===== src/rtl/i2c_xfer_seq.sv =====
module i2c_xfer_seq #(
  parameter int CNT_W = 8
) (
  input  logic             clk,
  input  logic             rst_n,
  input  logic             en,
  input  logic             mst,
  input  logic             trx,
  input  logic             xa,
  input  logic             stt_req,
  input  logic             stp_req,
  input  logic [9:0]       sa,
  input  logic [CNT_W-1:0] cnt,
  input  logic             tick,
  input  logic [7:0]       tx_data,
  output logic             tx_pop,
  output logic [7:0]       rx_data,
  output logic             rx_push,
  input  logic             scl_in,
  input  logic             sda_in,
  output logic             scl_oe,
  output logic             sda_oe,
  output logic             stt_o,
  output logic             busy_o,
  output logic             ardy_o,
  output logic             nack_o,
  output logic             al_o
);
  localparam logic [CNT_W-1:0] ONE = CNT_W'(1);

  typedef enum logic [2:0] {S_IDLE, S_START, S_ADDR, S_AACK, S_DATA, S_DACK, S_STOP, S_HOLD} st_t;
  st_t st;
  logic [1:0] q, astep;
  logic [2:0] bitn;
  logic [7:0] sh;
  logic [CNT_W-1:0] rem;
  logic stp_bit, samp, scl_p, sda_p;

  wire end_bit = tick && q == 2'd3;
  wire smp     = tick && q == 2'd2;
  wire bitst   = st == S_ADDR || st == S_AACK || st == S_DATA || st == S_DACK;
  wire txbit   = st == S_ADDR || (st == S_DATA && trx);
  wire last    = rem == ONE;
  wire st_t    fin_st = stp_bit ? S_STOP : S_HOLD;

  function automatic logic [7:0] addr_byte(input logic [1:0] s);
    case (s)
      2'd0:    addr_byte = xa ? {5'b11110, sa[9:8], 1'b0} : {sa[6:0], ~trx};
      2'd1:    addr_byte = sa[7:0];
      default: addr_byte = {5'b11110, sa[9:8], 1'b1};
    endcase
  endfunction

  always_comb begin
    scl_oe = 1'b0;
    sda_oe = 1'b0;
    case (st)
      S_START: begin scl_oe = q == 2'd3; sda_oe = q[1]; end
      S_ADDR:  begin scl_oe = q == 2'd0 || q == 2'd3; sda_oe = ~sh[7]; end
      S_DATA:  begin scl_oe = q == 2'd0 || q == 2'd3; sda_oe = trx & ~sh[7]; end
      S_AACK:  scl_oe = q == 2'd0 || q == 2'd3;
      S_DACK:  begin scl_oe = q == 2'd0 || q == 2'd3; sda_oe = ~trx & ~last; end
      S_STOP:  begin scl_oe = q == 2'd0; sda_oe = ~q[1]; end
      S_HOLD:  scl_oe = 1'b1;
      default: ;
    endcase
  end

  assign rx_data = sh;

  always_ff @(posedge clk) begin
    if (!rst_n) begin
      st <= S_IDLE; q <= '0; astep <= '0; bitn <= '0; sh <= '0; rem <= '0;
      stt_o <= 1'b0; stp_bit <= 1'b0; samp <= 1'b0;
      tx_pop <= 1'b0; rx_push <= 1'b0; ardy_o <= 1'b0; nack_o <= 1'b0; al_o <= 1'b0;
    end else begin
      tx_pop <= 1'b0; rx_push <= 1'b0; ardy_o <= 1'b0; nack_o <= 1'b0; al_o <= 1'b0;
      if (!en) begin
        st <= S_IDLE; q <= '0; stt_o <= 1'b0; stp_bit <= 1'b0;
      end else begin
        if (stt_req && mst) begin stt_o <= 1'b1; stp_bit <= stp_req; end
        if (st == S_IDLE || st == S_HOLD) begin
          if (tick && stt_o) begin st <= S_START; q <= '0; astep <= '0; rem <= cnt; end
        end else if (tick) q <= q + 2'd1;
        if (st == S_START && tick && q == 2'd1) stt_o <= 1'b0;
        if (smp && bitst) begin
          samp <= sda_in;
          if (st == S_DATA && !trx) sh <= {sh[6:0], sda_in};
          if (txbit && sh[7] && !sda_in) begin
            al_o <= 1'b1; st <= S_IDLE; q <= '0; stt_o <= 1'b0; stp_bit <= 1'b0;
          end
        end
        if (end_bit) begin
          case (st)
            S_START: begin st <= S_ADDR; sh <= addr_byte(astep); bitn <= '0; end
            S_ADDR:
              if (bitn == 3'd7) st <= S_AACK;
              else begin bitn <= bitn + 3'd1; sh <= {sh[6:0], 1'b0}; end
            S_AACK:
              if (samp) begin nack_o <= 1'b1; ardy_o <= 1'b1; st <= fin_st; end
              else if (xa && astep == 2'd0) begin astep <= 2'd1; st <= S_ADDR; sh <= sa[7:0]; bitn <= '0; end
              else if (xa && astep == 2'd1 && !trx) begin astep <= 2'd2; st <= S_START; end
              else begin
                st <= S_DATA; bitn <= '0;
                if (trx) begin sh <= tx_data; tx_pop <= 1'b1; end
              end
            S_DATA:
              if (bitn == 3'd7) begin st <= S_DACK; rx_push <= ~trx; end
              else begin bitn <= bitn + 3'd1; if (trx) sh <= {sh[6:0], 1'b0}; end
            S_DACK:
              if (trx && samp) begin nack_o <= 1'b1; ardy_o <= 1'b1; st <= fin_st; end
              else if (last) begin ardy_o <= 1'b1; st <= fin_st; end
              else begin
                rem <= rem - ONE; st <= S_DATA; bitn <= '0;
                if (trx) begin sh <= tx_data; tx_pop <= 1'b1; end
              end
            S_STOP: begin st <= S_IDLE; stp_bit <= 1'b0; end
            default: ;
          endcase
        end
      end
    end
  end

  always_ff @(posedge clk) begin
    if (!rst_n) begin
      scl_p <= 1'b1; sda_p <= 1'b1; busy_o <= 1'b0;
    end else begin
      scl_p <= scl_in; sda_p <= sda_in;
      if (scl_p && scl_in && sda_p && !sda_in) busy_o <= 1'b1;
      else if (scl_p && scl_in && !sda_p && sda_in) busy_o <= 1'b0;
    end
  end

  a_r3_sda_stable: assert property (@(posedge clk) disable iff (!rst_n)
    (bitst && $past(bitst) && !scl_oe && $past(!scl_oe)) |-> sda_oe == $past(sda_oe));
  a_r2_start_edge: assert property (@(posedge clk) disable iff (!rst_n)
    (en && $past(en) && $fell(stt_o)) |-> (sda_oe && !scl_oe));
  a_r11_busy_after_start: assert property (@(posedge clk) disable iff (!rst_n)
    (en && $past(en) && $fell(stt_o)) |=> busy_o);
  a_r12_al_release: assert property (@(posedge clk) disable iff (!rst_n)
    al_o |-> (!ardy_o && !nack_o && !scl_oe && !sda_oe));
  a_r10_ardy_single: assert property (@(posedge clk) disable iff (!rst_n)
    ardy_o |=> !ardy_o);
  a_r6_pop_dir: assert property (@(posedge clk) disable iff (!rst_n)
    tx_pop |-> trx);
  a_r7_push_dir: assert property (@(posedge clk) disable iff (!rst_n)
    rx_push |-> !trx);
endmodule


===== config.mk =====
export PLATFORM = sky130hd
export DESIGN_NAME = i2c_xfer_seq
export DESIGN_NICKNAME = d
export VERILOG_FILES = /design/src/rtl/i2c_xfer_seq.sv
export SDC_FILE = /design/constraint.sdc
export NUM_CORES = 1
export LEC_CHECK = 0
export BUFFER_PORTS_ARGS = -buffer_cell sky130_fd_sc_hd__clkbuf_2
export CORE_UTILIZATION = 52
export CTS_CLUSTER_SIZE = 12
export DETAILED_ROUTE_END_ITERATION = 8
export HOLD_SLACK_MARGIN = 0.05
export PLACE_DENSITY = 0.78
export RECOVER_POWER = 25
export SLEW_MARGIN = 20
export SYNTH_ARGS = -nofsm -noshare
export SYNTH_HDL_FRONTEND = slang
export SYNTH_SLANG_ARGS = --single-unit

===== constraint.sdc =====
create_clock -name clk -period 1.9 [get_ports clk]
set_input_delay 0.285 -clock clk [delete_from_list [all_inputs] [get_ports clk]]
set_output_delay 0.285 -clock clk [all_outputs]
set_load 0.01 [all_outputs]

# Yosys cells after proc, flatten, opt, wreduce, memory -nomap -nowiden
# Index checks and enable logic that the tools add are counted.
# word_totals
ff_bits,37
inputBits,37
output_inout_bits,17
elab_cells,167
# classes
add_sub_neg,3
n_eq_ne,18
mux,81
bitwise_logic,6
n_reduce_logical,42
# op_table
operator,n
$mux 8,19
$mux 3,16
$pmux 8 s5,1
$mux 2,14
$mux 1,23
$logic_and 1x1->1,20
$pmux 3 s6,1
$pmux 8 s2,1
$eq 3x3->1 const B,5
$pmux 3 s4,1
$eq 8x1->1 const B,1
$ne 2x2->1 const B,4
$reduce_and 8->1,1
$sub 8x1->8 const B,1
$eq 3x2->1 const B,2
$logic_or 1x1->1,6
$pmux 1 s2,3
$reduce_and 3->1,2
$pmux 1 s5,1
$reduce_and 5->1,1
$eq 2x1->1 const B,2
$eq 2x2->1 const B,2
$logic_not 2->1,2
$not 1->1,4
other kinds (13),17

# Longest topological paths before layout
# Gate-level depths: netlist of run 1.
# depth
depth_word,12
mapped_depth,9
ltp_nobuf,8

# Worst setup path before layout of run 1
# OpenSTA, ideal clock, no wires.
# synth_timing
path_kind,register to register
start,register st[1]
end,"register sh[3], in the netlist rx_data[3]"
setup_time_ps,146
arrival_ps,1892
t_required_ps,1754
path_slack_ps,-137
path_stages_with_launch,9
n_path_buf,1
synth_period_minus_slack_ps,2037
path_cell_list,dfxtp_1 > ha_1 > and3_1 > clkbuf_1 > nand2_2 > mux2_2 > o211ai_1 > o2bb2ai_1 > a41oi_1
# synth_between
elab_chain_len,12
# synth_rtl
item,line_no,rtl
start: declaration,32,st_t st;
start signal: assignment,73,st <= S_IDLE; q <= '0; astep <= '0; bitn <= '0; sh <= '0; rem <= '0;
start signal: assignment,79,st <= S_IDLE; q <= '0; stt_o <= 1'b0; stp_bit <= 1'b0;
start signal: assignment,83,if (tick && stt_o) begin st <= S_START; q <= '0; astep <= '0; rem <= cnt; end
$eq 3x2->1,"41, 94",
$logic_or 1x1->1 (3 in series),41,wire bitst = st == S_ADDR || st == S_AACK || st == S_DATA || st == S_DACK;
$logic_and 1x1->1,86,if (smp && bitst) begin
$mux 8,86,
$mux 8,"105, 115",
$mux 8,102,else if (xa && astep == 2'd1 && !trx) begin astep <= 2'd2; st <= S_START; end
$mux 8,101,else if (xa && astep == 2'd0) begin astep <= 2'd1; st <= S_ADDR; sh <= sa[7:0]; bitn <= '0; end
$mux 8,100,if (samp) begin nack_o <= 1'b1; ardy_o <= 1'b1; st <= fin_st; end
$pmux 8 s5,94,case (st)
$mux 8 *,93,if (end_bit) begin
end signal: assignment,88,"if (st == S_DATA && !trx) sh <= {sh[6:0], sda_in};"
end signal: assignment,98,"else begin bitn <= bitn + 3'd1; sh <= {sh[6:0], 1'b0}; end"
end signal: assignment,109,"else begin bitn <= bitn + 3'd1; if (trx) sh <= {sh[6:0], 1'b0}; end"
end: declaration,35,logic [7:0] sh;
# Mark *: on every way between the ends. The rest lies on a longest branch, timed or not.
# A chain may end at the register's enable or synchronous reset.

# Worst setup path after layout of run 1
# layout_timing
start,register st[1]
end,output port sda_oe
# layout_between
elab_chain_len,2
# layout_rtl
item,line_no,rtl
"$eq 3x3->1, or another cell as far along",57,case (st)
$pmux 1 s5 *,57,
end: declaration,22,"output logic sda_oe,"
# Marked as above.

==> out/metrics.cfg, run 1 <==
[run_status]
status=finished, violations left
violations=negative setup slack

[power_and_ir_drop]
sw_frac_of_total_pct=30.00
p_int_mw=1.167
p_per_area_nw_per_um2=397.5
p_clk_share_pct=34.6
combPwrFrac_pct=16.6
p_switching_uw=500.3
p_leak_nw=1.732
irDropWorstVdd_v=0.0003219
seqPwrFrac_pct=48.8

[routing]
drt_wl_total_microns=11030
wl_per_cell_microns=18.85
drt-pass1-iter-count=6
post-route-drc-count=0
vias=3898
ant_nets=0
vias_per_cell=6.663
drt-initial-drc-count=566

[sta]
maxSlewViolCount=0
fin_skew_ps=8.064
maxSlewHeadroom_pct=61.03
setup_ws_ps=-60.57
finalCritPeriodShare_pct=103.2
period_minus_slack_ps=1961
rsz0062_at_grt=yes
max_freq_mhz=510.1
finalSetupViolations=9
hold_violations=0
tightest_slew_ps=584.2

[finish]
multiInputGateArea_sq_um=2412
fin_util_pct=74.36
final_cells=585
nFillCells=427
num-nets-final=558
area_growth_syn_to_layout_pct=34.39
drive_gt1_share_pct=38.01
regArea_sq_um=757.0
antenna_cells=0

[clock_tree]
clock_sinks=37
cts_buffers=5
clockRootBuffer=clkbuf_8
clk_latency_ps=300
hold_buffers=0
cts_tree=done
clkSlewWorstSetupHoldPaths_ps=80
clk_path_buf_depth=2
htree_levels=2

[synthesis]
syn_area_per_cell_sq_um=7.595
synthesis.nets=457
syn_area_sq_um=3122
yosys_warnings=0
synthArstFlopShare_pct=0
synth_seq_area_share_pct=23.73
synthDistinctLibCells=72
ys_seq_elements=37
synthCells=411
synth_edf_count=0
synth_flop_cell=dfxtp_1

[placed_design]
port_buffers=53
hpwl_microns=7784
place_congestion=1.001
place_inst=573

[worst_setup_path]
rr_worst_depth=10
worstSetupPathType=reg2out
crit_start=st[1]
cp.arrival_ps=1680
crit_chain=clkbuf_2 > and2b_2 > a21oi_2 > o22ai_1 > o21a_1 > buf_2
crit_buf_inv=2
required_ps=1620
start_kind=register
critical_path_depth=6
r2r-start=rem[1]
cp_top_family=compound AO/OA/AOI/OAI gates
crit_path_max_fanout=6
slowest_stage=dfxtp_4
cp-end-kind=primary output
cpPeakStageDelay_ps=380

[global_routing]
grt_pass1_wl_microns=16830
gr-total-overflow=0
antenna_found_initial=0
grt_usage_pct=34.15
grt_max_degree=31
grt_pass1_vias=3468

[floorplanning]
io_pins=54
die_area_sq_um=6317
rows=27
initial_utilization_pct=55.33
fp.coreArea_sq_um=5642
die_height_microns=79.48
dieWidth_microns=79.48

[hold_path]
worstHoldStart=scl_in
holdPathStages=2
holdCritPathClass=in2reg

[flow_run]
maxCapViolCount=0

==> per-stage QoR <==
stage / total power [mW] / hold slack [ps] / area [sq um] / setup TNS, ps / setup WS [ps]
final: 1.667 / 193.5 / 4195 / -226.6 / -60.57
after global routing: 1.727 / 207.4 / 4195 / -1758 / -183.2
after CTS: 1.647 / 195.4 / 4040 / -339.2 / -91.08
after detailed placement: 1.087 / 478.2 / 3879 / -1239 / -152.7
after global placement: 1.079 / 459.6 / 3879 / -131.0 / -66.66
after floorplan: 0.9744 / 386.5 / 3141 / -13.88 / -13.88
==> flip-flops by register name, indices dropped and copies added (netlist names) <==
register	cells
al_o	1
nack_o	1
stt_o	1
tx_pop	1
scl_p	1
q	2
sda_p	1
stp_bit	1
samp	1
rem	8
astep	2
bitn	3
ardy_o	1
rx_push	1
rx_data	8
busy_o	1
st	3
==> cells in the mapped netlist, drive strengths merged (6+ instances only) <==
cell type / n / area [sq um]
nor2b: 8 / 50.05
o211ai: 6 / 45.04
nand2b: 14 / 87.58
o22ai: 6 / 43.79
dfxtp: 37 / 740.7
nor3: 14 / 70.07
nand2: 34 / 135.1
mux2i: 12 / 120.1
nand3: 10 / 50.05
inv: 14 / 52.55
o21ai: 42 / 214.0
a211oi: 6 / 50.05
ha: 9 / 112.6
buf: 12 / 56.30
mux2: 10 / 112.6
a21oi: 45 / 225.2
clkbuf: 16 / 60.06
a31oi: 7 / 43.79
nor2: 25 / 96.35
==> layout make-up <==
class | count | share of cell area, %
Clock inverter | 3 | 0.4175
Clock buffer | 5 | 1.640
Timing Repair Buffer | 122 | 18.91
Inverter | 15 | 1.342
Tap cell | 72 | 2.147
Sequential cell | 37 | 18.04
Multi-Input combinational cell | 331 | 57.50
==> layout by cell type, fill, tap and decap left out, drive strengths merged, types with 8 or more instances in the layout <==
cell and n:
inv 14, nor2b 8, mux2 10, a21oi 45
nand2 34, nor2 25, nand2b 14, buf 70
clkbuf 57, mux2i 12, o21ai 42, nor3 14
nand3 10, dfxtp 37, ha 9
==> power groups by stage <==
stage	Clock [mW]	Combinational, mW	Sequential, mW
6_report	0.577	0.276	0.814
5_1_grt	0.612	0.299	0.816
4_1_cts	0.576	0.258	0.812
3_5_place_dp	0	0.254	0.833
3_3_place_gp	0	0.247	0.832
2_1_floorplan	0	0.141	0.833
==> layer usage <==
| metal | GRT usage [%] | vias to the layer above | share of wire [%] |
|---|---|---|---|
| met3 | 7.200 | 61 | 10 |
| met2 | 53.33 | 281 | 46 |
| met5 | 0 | - | 0 |
| met1 | 44.45 | 1811 | 40 |
| met4 | 16.00 | 0 | 4.0 |
| li1 | - | 1745 | - |
==> worst paths after layout <==
| check | to | slack, ps |
|---|---|---|
| worst max-delay path | sda_oe | -60 |
| worst min-delay path | scl_p | 190 |
| worst max register to register | rem[3] | -50 |
| worst min register to register | bitn[1] | 490 |
==> repair_timing <==
action                                  4_1_cts  5_1_grt
pin swaps                                     7       10
gates resized for setup                      18       38
setup buffers                                 2        2
endpoints found under the setup margin       24       30
gates cloned                                  0        0
==> kinds of logic after synthesis <==
| group | share of synthesized area [%] |
|---|---|
| adder cells (fa/ha/maj) | 3.607 |
| multiplexers | 7.455 |
| AO/OA/AOI/OAI | 33.59 |
| buffers and inverters | 5.531 |
| flip-flops | 23.73 |
| AND/OR/NAND/NOR | 25.53 |
| XOR/XNOR | 0.5612 |
Power figures use the tool's default switching activity.
==> run 2: changes to the inputs <==
CORE_MARGIN = 4   (was default)
==> out/metrics.cfg, run 2 (same netlist as run 1, synthesis figures left out) <==
[run_status]
status=finished, violations left  ; unchanged
violations=negative setup slack  ; unchanged

[flow_run]
maxCapViolCount=0  ; unchanged

[global_routing]
grt_max_degree=23  ; was 31
grt_pass1_vias=3487  ; was 3468
antenna_found_initial=0  ; unchanged
grt_pass1_wl_microns=17720  ; was 16830 microns
grt_usage_pct=30.17  ; was 34.15%
gr-total-overflow=0  ; unchanged

[sta]
maxSlewHeadroom_pct=58.98  ; was 61.03%
hold_violations=0  ; unchanged
tightest_slew_ps=614.9  ; was 584.2 ps
finalSetupViolations=7  ; was 9
fin_skew_ps=9.056  ; was 8.064 ps
period_minus_slack_ps=1998  ; was 1961 ps
max_freq_mhz=500.5  ; was 510.1 MHz
rsz0062_at_grt=yes  ; unchanged
setup_ws_ps=-97.81  ; was -60.57 ps
maxSlewViolCount=0  ; unchanged
finalCritPeriodShare_pct=105.1  ; was 103.2%
fin_tns_setup_ps=-305.1  ; was -226.6 ps

[clock_tree]
clockRootBuffer=clkbuf_8  ; unchanged
clk_path_buf_depth=2  ; unchanged
cts_buffers=5  ; unchanged
cts_tree=done  ; unchanged
clock_sinks=37  ; unchanged
clkSlewWorstSetupHoldPaths_ps=80  ; about the same
clk_latency_ps=310  ; was 300 ps
htree_levels=2  ; unchanged

[floorplanning]
rows=27  ; unchanged
io_pins=54  ; unchanged
die_height_microns=85.48  ; was 79.48 microns
dieWidth_microns=85.48  ; was 79.48 microns
die_area_sq_um=7307  ; was 6317 sq um
initial_utilization_pct=55.00  ; was 55.33%
fp.coreArea_sq_um=5675  ; was 5642 sq um

[routing]
post-route-drc-count=0  ; unchanged
vias=3935  ; was 3898
drt-pass1-iter-count=8  ; was 6
drt_wl_total_microns=11660  ; was 11030 microns
wl_per_cell_microns=19.44  ; was 18.85 microns
vias_per_cell=6.558  ; was 6.663
ant_nets=0  ; unchanged
drt-initial-drc-count=522  ; was 566

[power_and_ir_drop]
combPwrFrac_pct=15.2  ; was 16.6%
p_leak_nw=1.858  ; was 1.732 nW
p_switching_uw=503.0  ; was 500.3 uW
irDropWorstVdd_v=0.0004621  ; was 0.0003219 V
p_clk_share_pct=40.6  ; was 34.6%
sw_frac_of_total_pct=27.27  ; was 30.00%
p_int_mw=1.341  ; was 1.167 mW
seqPwrFrac_pct=44.2  ; was 48.8%
p_per_area_nw_per_um2=419.3  ; was 397.5 nW/um^2

[finish]
layout_commonest_cell=buf_4  ; unchanged
drive_gt1_share_pct=40.91  ; was 38.01%
nFillCells=398  ; was 427
final_cell_area_sq_um=4399  ; was 4195 sq um
antenna_cells=0  ; unchanged
final_cells=600  ; was 585
area_growth_syn_to_layout_pct=40.92  ; was 34.39%
mostFrequentLayoutCells=buf_4 (73), clkbuf_2 (46), a21oi_1 (41)  ; was buf_4 (65), clkbuf_2 (46), a21oi_1 (39)
num-nets-final=573  ; was 558

[worst_setup_path]
crit_buf_inv=2  ; unchanged
required_ps=1620  ; about the same
slowest_stage=dfxtp_2  ; was dfxtp_4
cp.arrival_ps=1710  ; was 1680 ps
crit_chain=inv_2 > ha_4 > nor3b_4 > a21oi_1 > mux2i_1 > o21ai_1 > o21a_1 > clkbuf_2  ; was clkbuf_2 > and2b_2 > a21oi_2 > o22ai_1 > o21a_1 > buf_2
start_kind=register  ; unchanged
cpPeakStageDelay_ps=330  ; was 380 ps
crit_path_max_fanout=5  ; was 6
cp-end-kind=primary output  ; unchanged
reg2reg_slack_ps=-80  ; was -50 ps
cp_top_family=flip-flops  ; was compound AO/OA/AOI/OAI gates
worstSetupPathType=reg2out  ; unchanged

[placed_design]
port_buffers=53  ; unchanged
dpl_cell_area_sq_um=3881  ; was 3879 sq um
hpwl_microns=7882  ; was 7784 microns
place_congestion=0.9824  ; was 1.001
place_inst=575  ; was 573

[hold_path]
holdCritPathClass=in2reg  ; unchanged

[run 2: per-stage QoR]
| step | setup WS [ps] | utilization, % | hold slack, ps | total power [mW] |
|---|---|---|---|---|
| 2_1_floorplan | -13.88 | - | 386.5 | 0.9744 |
| 3_3_place_gp | -56.21 | 68.39 | 459.9 | 1.079 |
| 3_5_place_dp | -93.66 | 68.39 | 475.9 | 1.085 |
| 4_1_cts | -20.67 | 73.46 | 194.5 | 1.823 |
| 5_1_grt | -173.1 | 77.51 | 215.2 | 1.915 |
| 6_report | -97.81 | 77.51 | 195.5 | 1.844 |
[run 2: final timing paths]
path | from | endpoint | cells past startpoint
setup / recovery | rem[1] | sda_oe | 8
hold reg to reg | stp_bit | stp_bit | 2
setup reg to reg | rem[1] | rem[0] | 9
hold / removal | scl_in | scl_p | 2
[run 2: timing repair]
item,in CTS,in global routing
gates resized for setup,32,44
pin swaps,14,13
hold buffers,0,0
setup buffers,7,10
endpoints found under the setup margin,19,26
[run 2: power groups by stage]
stage	registers [mW]	logic, mW	clock network (mW)
after floorplan	0.833	0.141	0
after global placement	0.833	0.246	0
after detailed placement	0.834	0.251	0
after CTS	0.812	0.260	0.751
after global routing	0.819	0.303	0.794
final	0.816	0.280	0.749
[run 2: layer usage]
metal,GRT usage [%],wire length [microns]
met4,8.921,353
met1,40.80,4682
met3,6.796,1273
met2,47.74,5351
met5,0,0
[run 2: layout make-up]
type | count | area [sq um] | area share, %
multi-input cells | 331 | 2454 | 55.77
clock buffers | 6 | 82.58 | 1.877
clock inverters | 2 | 37.54 | 0.8532
flip-flops and latches | 37 | 757.0 | 17.21
inverters | 15 | 58.81 | 1.337
repair buffers | 137 | 919.6 | 20.90
well taps | 72 | 90.09 | 2.048
